===== src/rtl/dtmr_pkg.sv =====
package dtmr_pkg;
  localparam int CTRL_W      = 16;
  localparam int NSIDE       = 2;
  localparam int SEL_PRI_BIT = 8;
  localparam int SEL_SEC_BIT = 9;
  localparam int STAT_BIT    = 10;
  localparam int SERR_EN_BIT = 11;

  // Value loaded at start: window length minus one, the window being a power of two.
  function automatic int unsigned window_last(input logic short_sel,
                                              input int unsigned short_log2,
                                              input int unsigned long_log2);
    int unsigned lg;
    lg = short_sel ? short_log2 : long_log2;
    return (32'd1 << lg) - 32'd1;
  endfunction
endpackage


===== src/rtl/dtmr_side.sv =====
module dtmr_side #(
  parameter int unsigned SHORT_LOG2 = 10,
  parameter int unsigned LONG_LOG2  = 15
) (
  input  logic clk,
  input  logic rst_n,
  input  logic start_i,
  input  logic done_i,
  input  logic short_sel_i,
  output logic fire_o,
  output logic discard_o
);
  import dtmr_pkg::*;
  localparam int CW = LONG_LOG2;

  logic [CW-1:0] cnt_q;
  logic          armed_q;
  logic          discard_q;
  logic          at_end;

  assign at_end = (cnt_q == '0);
  // Expiry event: terminal count reached with no competing strobe this edge.
  assign fire_o = armed_q && at_end && !start_i && !done_i;

  always_ff @(posedge clk) begin
    if (!rst_n) begin
      cnt_q     <= '0;
      armed_q   <= 1'b0;
      discard_q <= 1'b0;
    end else begin
      discard_q <= fire_o;
      if (start_i) begin
        armed_q <= 1'b1;
        cnt_q   <= CW'(window_last(short_sel_i, SHORT_LOG2, LONG_LOG2));
      end else if (done_i || fire_o) begin
        armed_q <= 1'b0;
      end else if (armed_q) begin
        cnt_q <= cnt_q - 1'b1;
      end
    end
  end

  assign discard_o = discard_q;

  AST_DISCARD_ONE_CYCLE: assert property (@(posedge clk) disable iff (!rst_n)
    discard_q |=> !discard_q);
  AST_DISCARD_DISARMS: assert property (@(posedge clk) disable iff (!rst_n)
    discard_q |-> !armed_q);
  AST_DONE_NO_DISCARD: assert property (@(posedge clk) disable iff (!rst_n)
    (done_i && !start_i) |=> !discard_q);
  AST_START_ARMS: assert property (@(posedge clk) disable iff (!rst_n)
    start_i |=> (armed_q && !discard_q));
endmodule


===== src/rtl/dtmr_ctrl.sv =====
module dtmr_ctrl (
  input  logic                           clk,
  input  logic                           rst_n,
  input  logic                           wr_i,
  input  logic [dtmr_pkg::CTRL_W-1:0]    wdata_i,
  input  logic [dtmr_pkg::NSIDE-1:0]     fire_i,
  output logic [dtmr_pkg::NSIDE-1:0]     short_sel_o,
  output logic                           stat_o,
  output logic                           serr_o,
  output logic [dtmr_pkg::CTRL_W-1:0]    ctrl_q_o
);
  import dtmr_pkg::*;

  logic       sel_pri_q, sel_sec_q, serr_en_q, stat_q, serr_q;
  logic       any_fire;
  logic       clr_req;

  assign any_fire = |fire_i;
  assign clr_req  = wr_i && wdata_i[STAT_BIT];

  always_ff @(posedge clk) begin
    if (!rst_n) begin
      sel_pri_q <= 1'b0;
      sel_sec_q <= 1'b0;
      serr_en_q <= 1'b0;
      stat_q    <= 1'b0;
      serr_q    <= 1'b0;
    end else begin
      if (wr_i) begin
        sel_pri_q <= wdata_i[SEL_PRI_BIT];
        sel_sec_q <= wdata_i[SEL_SEC_BIT];
        serr_en_q <= wdata_i[SERR_EN_BIT];
      end
      // Setting has priority over a simultaneous write-one-to-clear.
      if (any_fire)     stat_q <= 1'b1;
      else if (clr_req) stat_q <= 1'b0;
      serr_q <= any_fire && serr_en_q;
    end
  end

  always_comb begin
    ctrl_q_o              = '0;
    ctrl_q_o[SEL_PRI_BIT] = sel_pri_q;
    ctrl_q_o[SEL_SEC_BIT] = sel_sec_q;
    ctrl_q_o[STAT_BIT]    = stat_q;
    ctrl_q_o[SERR_EN_BIT] = serr_en_q;
  end

  assign short_sel_o = {sel_sec_q, sel_pri_q};
  assign stat_o      = stat_q;
  assign serr_o      = serr_q;

  AST_STAT_STICKY: assert property (@(posedge clk) disable iff (!rst_n)
    (stat_q && !clr_req) |=> stat_q);
  AST_SET_WINS: assert property (@(posedge clk) disable iff (!rst_n)
    any_fire |=> stat_q);
  AST_SERR_IMPLIES_STAT: assert property (@(posedge clk) disable iff (!rst_n)
    serr_q |-> stat_q);
  AST_SERR_GATED: assert property (@(posedge clk) disable iff (!rst_n)
    (!serr_en_q && !wr_i) |=> !serr_q);
endmodule


===== src/rtl/xfer_discard_timer.sv =====
module xfer_discard_timer #(
  parameter int unsigned SHORT_LOG2 = 10,
  parameter int unsigned LONG_LOG2  = 15
) (
  input  logic        clk,
  input  logic        rst_n,
  input  logic        prim_start_i,
  input  logic        prim_done_i,
  input  logic        sec_start_i,
  input  logic        sec_done_i,
  input  logic        bctl_wr_i,
  input  logic [15:0] bctl_wdata_i,
  output logic [15:0] bctl_q_o,
  output logic        prim_discard_o,
  output logic        sec_discard_o,
  output logic        timeout_sticky_o,
  output logic        serr_req_o
);
  import dtmr_pkg::*;

  logic [NSIDE-1:0] start_v, done_v, fire_v, discard_v, short_sel_v;

  assign start_v = {sec_start_i, prim_start_i};
  assign done_v  = {sec_done_i, prim_done_i};

  for (genvar g = 0; g < NSIDE; g++) begin : g_side
    dtmr_side #(.SHORT_LOG2(SHORT_LOG2), .LONG_LOG2(LONG_LOG2)) u_side (
      .clk        (clk),
      .rst_n      (rst_n),
      .start_i    (start_v[g]),
      .done_i     (done_v[g]),
      .short_sel_i(short_sel_v[g]),
      .fire_o     (fire_v[g]),
      .discard_o  (discard_v[g])
    );
  end

  dtmr_ctrl u_ctrl (
    .clk        (clk),
    .rst_n      (rst_n),
    .wr_i       (bctl_wr_i),
    .wdata_i    (bctl_wdata_i),
    .fire_i     (fire_v),
    .short_sel_o(short_sel_v),
    .stat_o     (timeout_sticky_o),
    .serr_o     (serr_req_o),
    .ctrl_q_o   (bctl_q_o)
  );

  assign prim_discard_o = discard_v[0];
  assign sec_discard_o  = discard_v[1];

  AST_DISCARD_SETS_STAT: assert property (@(posedge clk) disable iff (!rst_n)
    (prim_discard_o || sec_discard_o) |-> timeout_sticky_o);
  AST_RSVD_ZERO: assert property (@(posedge clk) disable iff (!rst_n)
    (bctl_q_o[7:0] == 8'h00) && (bctl_q_o[15:12] == 4'h0));
endmodule


===== config.mk =====
export PLATFORM = sky130hd
export DESIGN_NAME = xfer_discard_timer
export DESIGN_NICKNAME = d
export VERILOG_FILES = /design/src/rtl/dtmr_pkg.sv /design/src/rtl/dtmr_side.sv /design/src/rtl/dtmr_ctrl.sv /design/src/rtl/xfer_discard_timer.sv
export SDC_FILE = /design/constraint.sdc
export NUM_CORES = 1
export LEC_CHECK = 0
export ABC_AREA = 1
export BUFFER_PORTS_ARGS = -buffer_cell sky130_fd_sc_hd__clkbuf_2
export CORE_ASPECT_RATIO = 0.9
export CORE_UTILIZATION = 40
export DETAILED_ROUTE_END_ITERATION = 6
export GPL_ROUTABILITY_DRIVEN = 1
export MAX_ROUTING_LAYER = met4
export PLACE_DENSITY = 0.62
export SLEW_MARGIN = 10
export SYNTH_ARGS = -nofsm -noshare
export SYNTH_HDL_FRONTEND = slang
export SYNTH_HIERARCHICAL = 1
export SYNTH_SLANG_ARGS = --single-unit

===== constraint.sdc =====
create_clock -name clk -period 2.3 [get_ports clk]
set_clock_uncertainty 0.15 [all_clocks]
set_input_delay 0.575 -clock clk [delete_from_list [all_inputs] [get_ports clk]]
set_output_delay 0.575 -clock clk [all_outputs]
set_load 0.05 [all_outputs]

---- After elaboration in Yosys (flattened, before gate mapping) ----
Cells that the tools add are included.
word-level totals
  bits in registers ....................... 39
  bits in latches ......................... 0
  memory bits (writable) .................. 0
  memory bits (read-only) ................. 0
  logic and storage cells ................. 57
  memories ................................ 0
cells by class
  $add $sub $neg .......................... 4
  $mul .................................... 0
  div/mod/pow operators ................... 0
  $lt $le $gt $ge ......................... 0
  equal/unequal tests ..................... 2
  shift-type cells ........................ 2
  mux-type cells .......................... 14
  bitwise gates (word level) .............. 0
  reductions and logical operators ........ 24
operators with widths
  kind                                                 number
  2-to-1 mux 15 bit                                    6
  << shifter 1 x 32 -> 15 bit (first input constant)   2
  subtractor 15 x 1 -> 15 bit (second input constant)  4
  logical NOT 15 bit                                   2
  nonzero test 2 bit                                   5
  logical AND 1 bit                                    8
  2-to-1 mux 1 bit                                     6
  2-to-1 mux 3 bit                                     2
  logical NOT 1 bit                                    4
  inequality test 2 bit (second input constant)        2
  AND reduction 2 bit                                  2
  logical OR 1 bit                                     2
  OR reduction 2 bit                                   1

---- Depth between registers and ports, before layout ----
Gate-level depths: netlist (run 1).
  word-level depth ........................ 7
  mapped depth ............................ 12

---- Hierarchy ----
The synthesis (run 1) kept the hierarchy.
modules (own cells, without submodules)
  module     instances  cells an instance  area an instance (µm²)  sequential area each (µm²)
  dtmr_side  2          171                1108.6                  340.3
  dtmr_ctrl  1          41                 307.8                   100.1

---- Least setup slack after synthesis (run 1) ----
Ideal clock, no wire load.
  path type ............................... input port to flip-flop
  from .................................... in prim_start_i
  to ...................................... reg g_side[0].u_side.cnt_q[10]
  data arrival time ....................... 1.493 ns
  path slack .............................. 0.540 ns
  stages on the path ...................... 10
  path buffers ............................ 2
  cells stage by stage .................... buf_6 -> nor2_1 -> nand2_1 -> nor2_2 -> nand3_2 -> nand2_4 -> nand2_4 -> buf_6 -> o21ai_0 -> nor2_1
on the way
  cells in the longest elaborated chain, start to end .. 6
RTL lines
  what                             line                     source
  start: declaration               xfer_discard_timer.sv:7  input logic prim_start_i,
  logical NOT 1 bit                dtmr_side.sv:23          assign fire_o = armed_q && at_end && !start_i && !done_i;
  logical AND 1 bit (2 in series)  dtmr_side.sv:23
  logical OR 1 bit                 dtmr_side.sv:35          end else if (done_i || fire_o) begin
  inequality test 2 bit (no line)  n/a
  AND reduction 2 bit (no line)    n/a
  end signal: assignment           dtmr_side.sv:34          cnt_q <= CW'(window_last(short_sel_i, SHORT_LOG2, LONG_LOG2));
  end signal: assignment           dtmr_side.sv:38          cnt_q <= cnt_q - 1'b1;
  end: declaration                 dtmr_side.sv:16          logic [CW-1:0] cnt_q;
Several ways; a longest one is shown, not always the timed one.
A chain may end at the register's enable or synchronous reset.

---- Worst setup path after layout (run 1) ----
  from .................................... in sec_start_i
  to ...................................... reg g_side[1].u_side.cnt_q[14]
on the way
  cells in the longest elaborated chain, start to end .. 6
RTL lines
  what                             line                     source
  start: declaration               xfer_discard_timer.sv:9  input logic sec_start_i,
  logical NOT 1 bit                dtmr_side.sv:23
  logical AND 1 bit (2 in series)  dtmr_side.sv:23
  logical OR 1 bit                 dtmr_side.sv:35
  inequality test 2 bit (no line)  n/a
  AND reduction 2 bit (no line)    n/a
  end signal: assignment           dtmr_side.sv:34
  end signal: assignment           dtmr_side.sv:38
  end: declaration                 dtmr_side.sv:16
Several ways; a longest one is shown, not always the timed one.

==> results of run 1 <==
[metrics by stage]
step | utilization (%) | instance area [um2]
2_1_floorplan | - | 2570
3_3_place_gp | 41.6 | 2540
3_5_place_dp | 41.6 | 2540
4_1_cts | 43.3 | 2650
5_1_grt | 43.3 | 2650
6_report | 43.3 | 2650
[Yosys cell counts]
| cell type | count | area (um2) |
|---|---|---|
| a21oi_1 | 19 | 95.1 |
| buf_12 | 2 | 40.0 |
| buf_4 | 18 | 135 |
| buf_6 | 6 | 67.6 |
| conb_1 | 1 | 3.75 |
| dfxtp_1 | 39 | 781 |
| inv_1 | 40 | 150 |
| inv_6 | 2 | 17.5 |
| nand2_1 | 99 | 372 |
| nand2_2 | 6 | 37.5 |
| nand2_4 | 10 | 113 |
| nand3_1 | 16 | 80.1 |
| nand3_2 | 4 | 40.0 |
| nand3b_1 | 2 | 15.0 |
| nand4_1 | 2 | 12.5 |
| nor2_1 | 62 | 233 |
| nor2_2 | 6 | 37.5 |
| nor2_4 | 2 | 22.5 |
| nor3_1 | 10 | 50.1 |
| nor3_2 | 2 | 20.0 |
| o21ai_0 | 27 | 135 |
| o21ai_1 | 4 | 20.0 |
| o21ai_4 | 2 | 32.5 |
| o21bai_1 | 2 | 15.0 |
[registers in the layout, indices dropped and copies added, names as in the netlist]
name / flops
u_ctrl/stat_o: 1
g_side.u_side/cnt_q: 30
g_side.u_side/armed_q: 2
u_ctrl/serr_o: 1
u_ctrl/serr_en_q: 1
g_side.u_side/discard_o: 2
u_ctrl/sel_pri_q: 1
u_ctrl/sel_sec_q: 1
[power by group]
| part | internal (W) | switching [W] |
|---|---|---|
| logic | 0.000174 | 0.000385 |
| clock network | 0.000274 | 0.000239 |
| registers | 0.000743 | 0.0000626 |
[tightest hold or removal path, delay by kind of cell (launching register included)]
family,cells,cell delay [ns]
simple gates,2,0.10
flops,1,0.32
[worst max path at each step]
stage,to,slack [ns],depth (start not counted)
global placement,g_side[1].u_side/cnt_q[10],0.28,10
finish,g_side[1].u_side/cnt_q[14],0.55,8
detailed placement,g_side[1].u_side/cnt_q[14],0.25,8
global route,g_side[1].u_side/cnt_q[10],0.39,10
CTS,g_side[1].u_side/cnt_q[14],0.56,8
floorplan,g_side[0].u_side/cnt_q[10],0.54,10
[area by class of cell]
cell class | count | area, um2 | area share (%)
Timing Repair Buffer | 21 | 113 | 4.26
Inverter | 42 | 168 | 6.34
Multi-Input combinational cell | 287 | 1380 | 52.0
Tap cell | 87 | 109 | 4.12
Clock buffer | 8 | 100 | 3.78
Sequential cell | 39 | 781 | 29.5
[layout by cell type, fill, tap and decap left out]
master,netlist,final
dfxtp_1,39,39
nand4_1,2,2
buf_4,18,3
conb_1,1,12
nor3_1,10,10
inv_6,2,2
clkbuf_8,0,7
o21ai_4,2,2
clkbuf_1,0,1
o21bai_1,2,2
nand3_2,4,4
o21ai_0,27,27
o21ai_1,4,4
nor2_1,62,62
nand2_2,6,6
nor2_2,6,6
clkbuf_2,0,18
nand3_1,16,16
nand3b_1,2,2
nor3_2,2,2
nand2_4,10,10
a21oi_1,19,19
nor2_4,2,2
nand2_1,99,99
inv_1,40,40
[logic make-up (layout without fill, tap and decap cells)]
| logic type | count (synthesis) | count (layout) | share of synthesized area (%) |
|---|---|---|---|
| and+or+nand+nor | 221 | 221 | 40.9 |
| other | 1 | 12 | 0.149 |
| AOI/OAI and AO/OA | 54 | 54 | 11.8 |
| buffers and inverters | 68 | 71 | 16.3 |
| DFF | 39 | 39 | 30.9 |
[layer usage]
metal	vias to the layer above	wire, um	GRT usage, %	share of wire [%]
met5	-	0	-	0
met4	0	61	4.17	1.1
met3	8	301	3.19	5.5
met2	61	2330	28.0	43
met1	1017	2770	25.6	51
li1	1199	-	-	-
==> key figures, run 1 <==
Status
  • Outcome: finished, final reports clean

Floorplan
  • Die Wd: 85.7 um
  • Die Y: 77.4 um
  • Die ar.: 6630 um2
  • IO Count: 43
  • Core box area: 6110 um2
  • Rows: 27
  • Initial Util: 41.3%

STA
  • Setup TNS: 0 ns
  • Tcrit/Tclk final: 76.2%
  • Worst hold slack: 0.303 ns
  • FMAX: 571 MHz
  • Final Max Tran Viols: 0
  • Final worst setup slack: 0.548 ns
  • Setup violators final: 0
  • Hold Fails Final Rpt: 0
  • Post-route minimum period: 1.75 ns
  • RSZ-0062 raised after global routing: false

Clock tree
  • H-tree Lvls: 2
  • Max clock buf depth: 2
  • Cts repair resizes: 0
  • Hold Buf Count CTS: 0
  • Clock Sinks: 39
  • CTS root buf: clkbuf_8
  • Clk Latency, worst-skew pair: 0.29 ns
  • Worst-path clk slew: 0.08 ns
  • Post-CTS setup buffer count: 0
  • CTS tree: done
  • Total CTS buffers: 5

Critical path
  • Worst setup EP type: flip-flop
  • Crit path DAT: 1.77 ns
  • Critical Path Most Common Cell: o21ai_0
  • CP required: 2.31 ns
  • Worst reg2reg endpoint: g_side[1].u_side/cnt_q[4]
  • Worst R2R Start: g_side[1].u_side/cnt_q[6]
  • Worst path bufs/invs: 2
  • Critical-path maximum fanout: 18
  • Cell family contributing the most delay on the critical path: simple AND/OR/NAND/NOR gates
  • Setup crit start: sec_start_i
  • Flop-to-flop setup slack: 0.59 ns
  • R2r worst-path depth: 10
  • CP max stage cell: nor2_1
  • CP peak stage delay: 0.25 ns
  • WS Path Type: primary input to flip-flop
  • CP cell instances: clkbuf_2 -> inv_6 -> nand2_1 -> o21ai_0 -> nor2_1 -> nand3_1 -> o21ai_1 -> o21ai_0
  • Startpoint types: primary input

Drt
  • Via density per instance: 4.72
  • Starting DRT DRC Count: 146
  • DR WL/cell: 11.3 um
  • First-pass DRT Iterations: 4
  • DR vias: 2285
  • Post-Route WL: 5470 um
  • Antenna Nets Post-Route: 0
  • # DRC: 0

Placement
  • Port Buffers: 18
  • Place WS: 0.254 ns
  • DP HPWL: 4110 um
  • Gp weighted congestion: 0.838
  • Post-Place Cells: 476

Hold path
  • Hold Path Cell Cnt: 2
  • Hold wc startpoint: u_ctrl/serr_en_q
  • Hold Crit Class: flip-flop to flip-flop
  • Hold Path End: u_ctrl/serr_o

Logic synthesis
  • Post-synthesis area per instance: 6.59 um2
  • Yosys Warn Count: 6
  • FF+latch count, synth: 39
  • Cells after Synth: 383
  • Distinct cells, synth: 24
  • Post-synthesis sequential area ratio: 30.9%
  • Post-Syn Area: 2520 um2

GRT
  • Global Route Usage Sum: 18.4%
  • Largest net degree at the start of global routing: 19
  • Vias in the first global route: 2145
  • Initial antenna violation count: 0
  • First-pass GRT wire length: 9600 um
  • Grt total ovfl: 0

Finish
  • Fill cells: 648
  • # diodes: 0
  • Final #Nets: 419
  • Non-filler cells, final: 484
  • P&R area growth vs syn: 4.76%
  • Share of cells above drive strength 1: 15.6%

Job
  • Max-Cap Viols: 0

Power
  • Power, Total: 0.00188 W
  • Leakage: 1.37 nW
  • Maximum vdd drop: 0.000303 V
  • PD cells: 710 nW/um2
No activity file was read; power rests on OpenSTA's default activity.
==> inputs of run 2 (changes only) <==
--- a/config.mk
+++ b/config.mk
@@ -5,14 +5,14 @@
 export SDC_FILE = /design/constraint.sdc
 export NUM_CORES = 1
 export LEC_CHECK = 0
-export ABC_AREA = 1
+export ABC_AREA = 0
 export BUFFER_PORTS_ARGS = -buffer_cell sky130_fd_sc_hd__clkbuf_2
 export CORE_ASPECT_RATIO = 0.9
 export CORE_UTILIZATION = 40
 export DETAILED_ROUTE_END_ITERATION = 6
 export GPL_ROUTABILITY_DRIVEN = 1
 export MAX_ROUTING_LAYER = met4
-export PLACE_DENSITY = 0.62
+export PLACE_DENSITY = 0.63
 export SLEW_MARGIN = 10
 export SYNTH_ARGS = -nofsm -noshare
 export SYNTH_HDL_FRONTEND = slang
==> constraint.sdc (replaced) <==
create_clock -name clk -period 1.8 [get_ports clk]
set_clock_uncertainty 0.15 [all_clocks]
set_input_delay 0.45 -clock clk [delete_from_list [all_inputs] [get_ports clk]]
set_output_delay 0.45 -clock clk [all_outputs]
set_load 0.05 [all_outputs]
==> key figures, run 2 <==
Status
  • Outcome: finished with violations
  • Failing checks: negative setup slack

Drt
  • # DRC: 0
  • Starting DRT DRC Count: 34
  • Antenna Nets Post-Route: 0
  • Post-Route WL: 5280 um
  • DR WL/cell: 14.7 um
  • First-pass DRT Iterations: 4
  • DR vias: 1898
  • Via density per instance: 5.27

STA
  • Worst hold slack: 0.275 ns
  • Final worst setup slack: -0.186 ns
  • Hold Fails Final Rpt: 0
  • Post-route minimum period: 1.99 ns
  • RSZ-0062 raised after global routing: true
  • Final Max Tran Viols: 0
  • FMAX: 503 MHz
  • Setup violators final: 23
  • Tcrit/Tclk final: 110%

Floorplan
  • Die Y: 70.0 um
  • Die Wd: 77.5 um
  • Core box area: 4890 um2
  • Die ar.: 5430 um2
  • Rows: 24
  • Initial Util: 42.0%
  • IO Count: 43

Finish
  • P&R area growth vs syn: 49.1%
  • Max reg flops: 30
  • Multi-input logic area: 1450 um2
  • Share of cells above drive strength 1: 50.5%
  • # diodes: 0
  • Fill cells: 394
  • Final core occ: 62.6%
  • Register Area: 792 um2
  • Most common cell after layout, fill and taps aside: buf_4
  • Final #Nets: 318
  • Most frequent cells in the layout: buf_4 (53), dfxtp_1 (30), o31a_1 (19)
  • Largest Register: g_side.u_side/cnt_q

GRT
  • Met1 usage: 26.9%
  • Largest net degree at the start of global routing: 16
  • Met3 Use GR: 3.66%
  • First-pass GRT wire length: 8300 um
  • Grt total ovfl: 0
  • Met2 Track Usage GR: 29.7%
  • Initial antenna violation count: 0
  • GRT Max-Usage Layer: met2
  • Vias in the first global route: 1762
  • Global Route Usage Sum: 20.0%

Critical path
  • Worst setup EP type: flip-flop
  • Startpoint types: flip-flop
  • CP peak stage delay: 0.53 ns
  • R2r worst-path depth: 5
  • CP required: 1.83 ns
  • WS Path Type: flip-flop to flip-flop
  • Worst R2R Start: g_side[0].u_side/cnt_q[2]
  • CP cell instances: nor4_4 -> or4b_4 -> a21oi_4 -> nor2b_1 -> o31a_1
  • Crit path DAT: 2.02 ns
  • CP max stage cell: or4b_4
  • Critical-path maximum fanout: 4
  • Setup crit start: g_side[0].u_side/cnt_q[2]

Clock tree
  • Total CTS buffers: 5
  • Hold Buf Count CTS: 0
  • Clock Sinks: 39
  • Clk Latency, worst-skew pair: 0.29 ns
  • H-tree Lvls: 2
  • Max clock buf depth: 2
  • Worst-path clk slew: 0.07 ns
  • CTS tree: done
  • CTS root buf: clkbuf_8

Power
  • PD cells: 684 nW/um2
  • Leakage: 1.26 nW
  • Maximum vdd drop: 0.000456 V

Logic synthesis
  • Synth Flop Type: dfxtp_1
  • Cells after Synth: 215
  • Distinct cells, synth: 41
  • Post-Syn Area: 2050 um2
  • Asr flop ratio synth: 0%
  • Area share of the largest cell type after synthesis: 38.0%
  • FF+latch count, synth: 39
  • Synth cell count leaders: dfxtp_1 (39), o31a_1 (19), buf_4 (18)
  • Post-synthesis area per instance: 9.56 um2
  • Top-count cell post-synth: dfxtp_1
  • Synth area leader: dfxtp_1
  • Post-synthesis sequential area ratio: 38.0%
  • Number of synthesized flops with an enable pin: 0
  • Yosys Warn Count: 6
  • Ranking of synthesized cells by area: dfxtp_1 (38%), o31a_1 (8.1%), buf_4 (6.6%)

Placement
  • Gp weighted congestion: 0.793
  • Port Buffers: 18
  • DP HPWL: 3350 um

Hold path
  • Hold Crit Class: primary input to flip-flop
  • Hold Path Cell Cnt: 3
  • Hold wc startpoint: bctl_wdata_i[8]

Job
  • Max-Cap Viols: 0
## run 2: changes by cell type in the layout (fill, tap and decap cells not counted), moves of 17 or more
cell	previous run	this run
o21ai_0	27	1
a21oi_1	19	2
buf_4	3	53
nand2_1	99	8
inv_1	40	4
o31a_1	0	19
nor2_1	62	8
## run 2: area by class of cell
type / count / share of cell area, %
Multi-Input combinational cell: 161 / 47.4
Sequential cell: 39 / 25.9
Timing Repair Buffer: 84 / 20.7
Clock buffer: 6 / 2.70
Tap cell: 65 / 2.66
Inverter: 4 / 0.490
Clock inverter: 1 / 0.163
## run 2: cell families after synthesis
kind of cell	count (synthesis)	synth area share (%)
xor gates and xnor gates	6	2.56
DFF	39	38.0
other	1	0.183
muxes	3	1.46
and+or+nand+nor	75	24.4
AOI/OAI and AO/OA	63	24.2
buffers and inverters	28	9.13
## run 2: final timing paths
| kind | endpoint | slack, ns |
|---|---|---|
| hold reg to reg | u_ctrl/serr_o | 0.32 |
| setup / recovery | g_side[0].u_side/cnt_q[6] | -0.19 |
| setup reg to reg | g_side[0].u_side/cnt_q[6] | -0.19 |
| hold / removal | u_ctrl/sel_pri_q | 0.28 |
## run 2: per-stage QoR
stage	area [um2]	setup slack [ns]	power, W	setup TNS [ns]	cells
after global placement	2570	-0.174	0.00141	-2.54	340
after global routing	3060	-0.210	0.00219	-3.40	360
after CTS	2840	-0.0969	0.00205	-0.781	354
after floorplan	2160	-0.0309	0.00129	-0.0618	226
after detailed placement	2570	-0.159	0.00142	-2.59	340
final	3060	-0.186	0.00210	-1.67	360
## run 2: critical path, delay by kind of cell (launching register included)
family	cells	cell delay, ns
AO/OA/AOI/OAI	2	0.40
flip-flops	1	0.34
AND/OR/NAND/NOR	3	0.99
## run 2: power breakdown
part           leakage [nW]  switching [W]  internal [W]  total (W)
registers             0.327      0.0000613      0.000926   0.000987
clock network        0.0470       0.000291      0.000301   0.000592
logic                 0.891       0.000278      0.000240   0.000517
## run 2: what timing repair did
item,CTS,global route
setup endpoints to repair,30,35
gates resized for setup,25,43
pin swaps,14,36
cloned,1,1
buffers inserted,7,5
## run 2: metal layers
| layer | vias up | routed length, um |
|---|---|---|
| li1 | 938 | - |
| met1 | 915 | 2660 |
| met2 | 39 | 2390 |
| met3 | 6 | 151 |
| met4 | 0 | 74 |
| met5 | - | 0 |
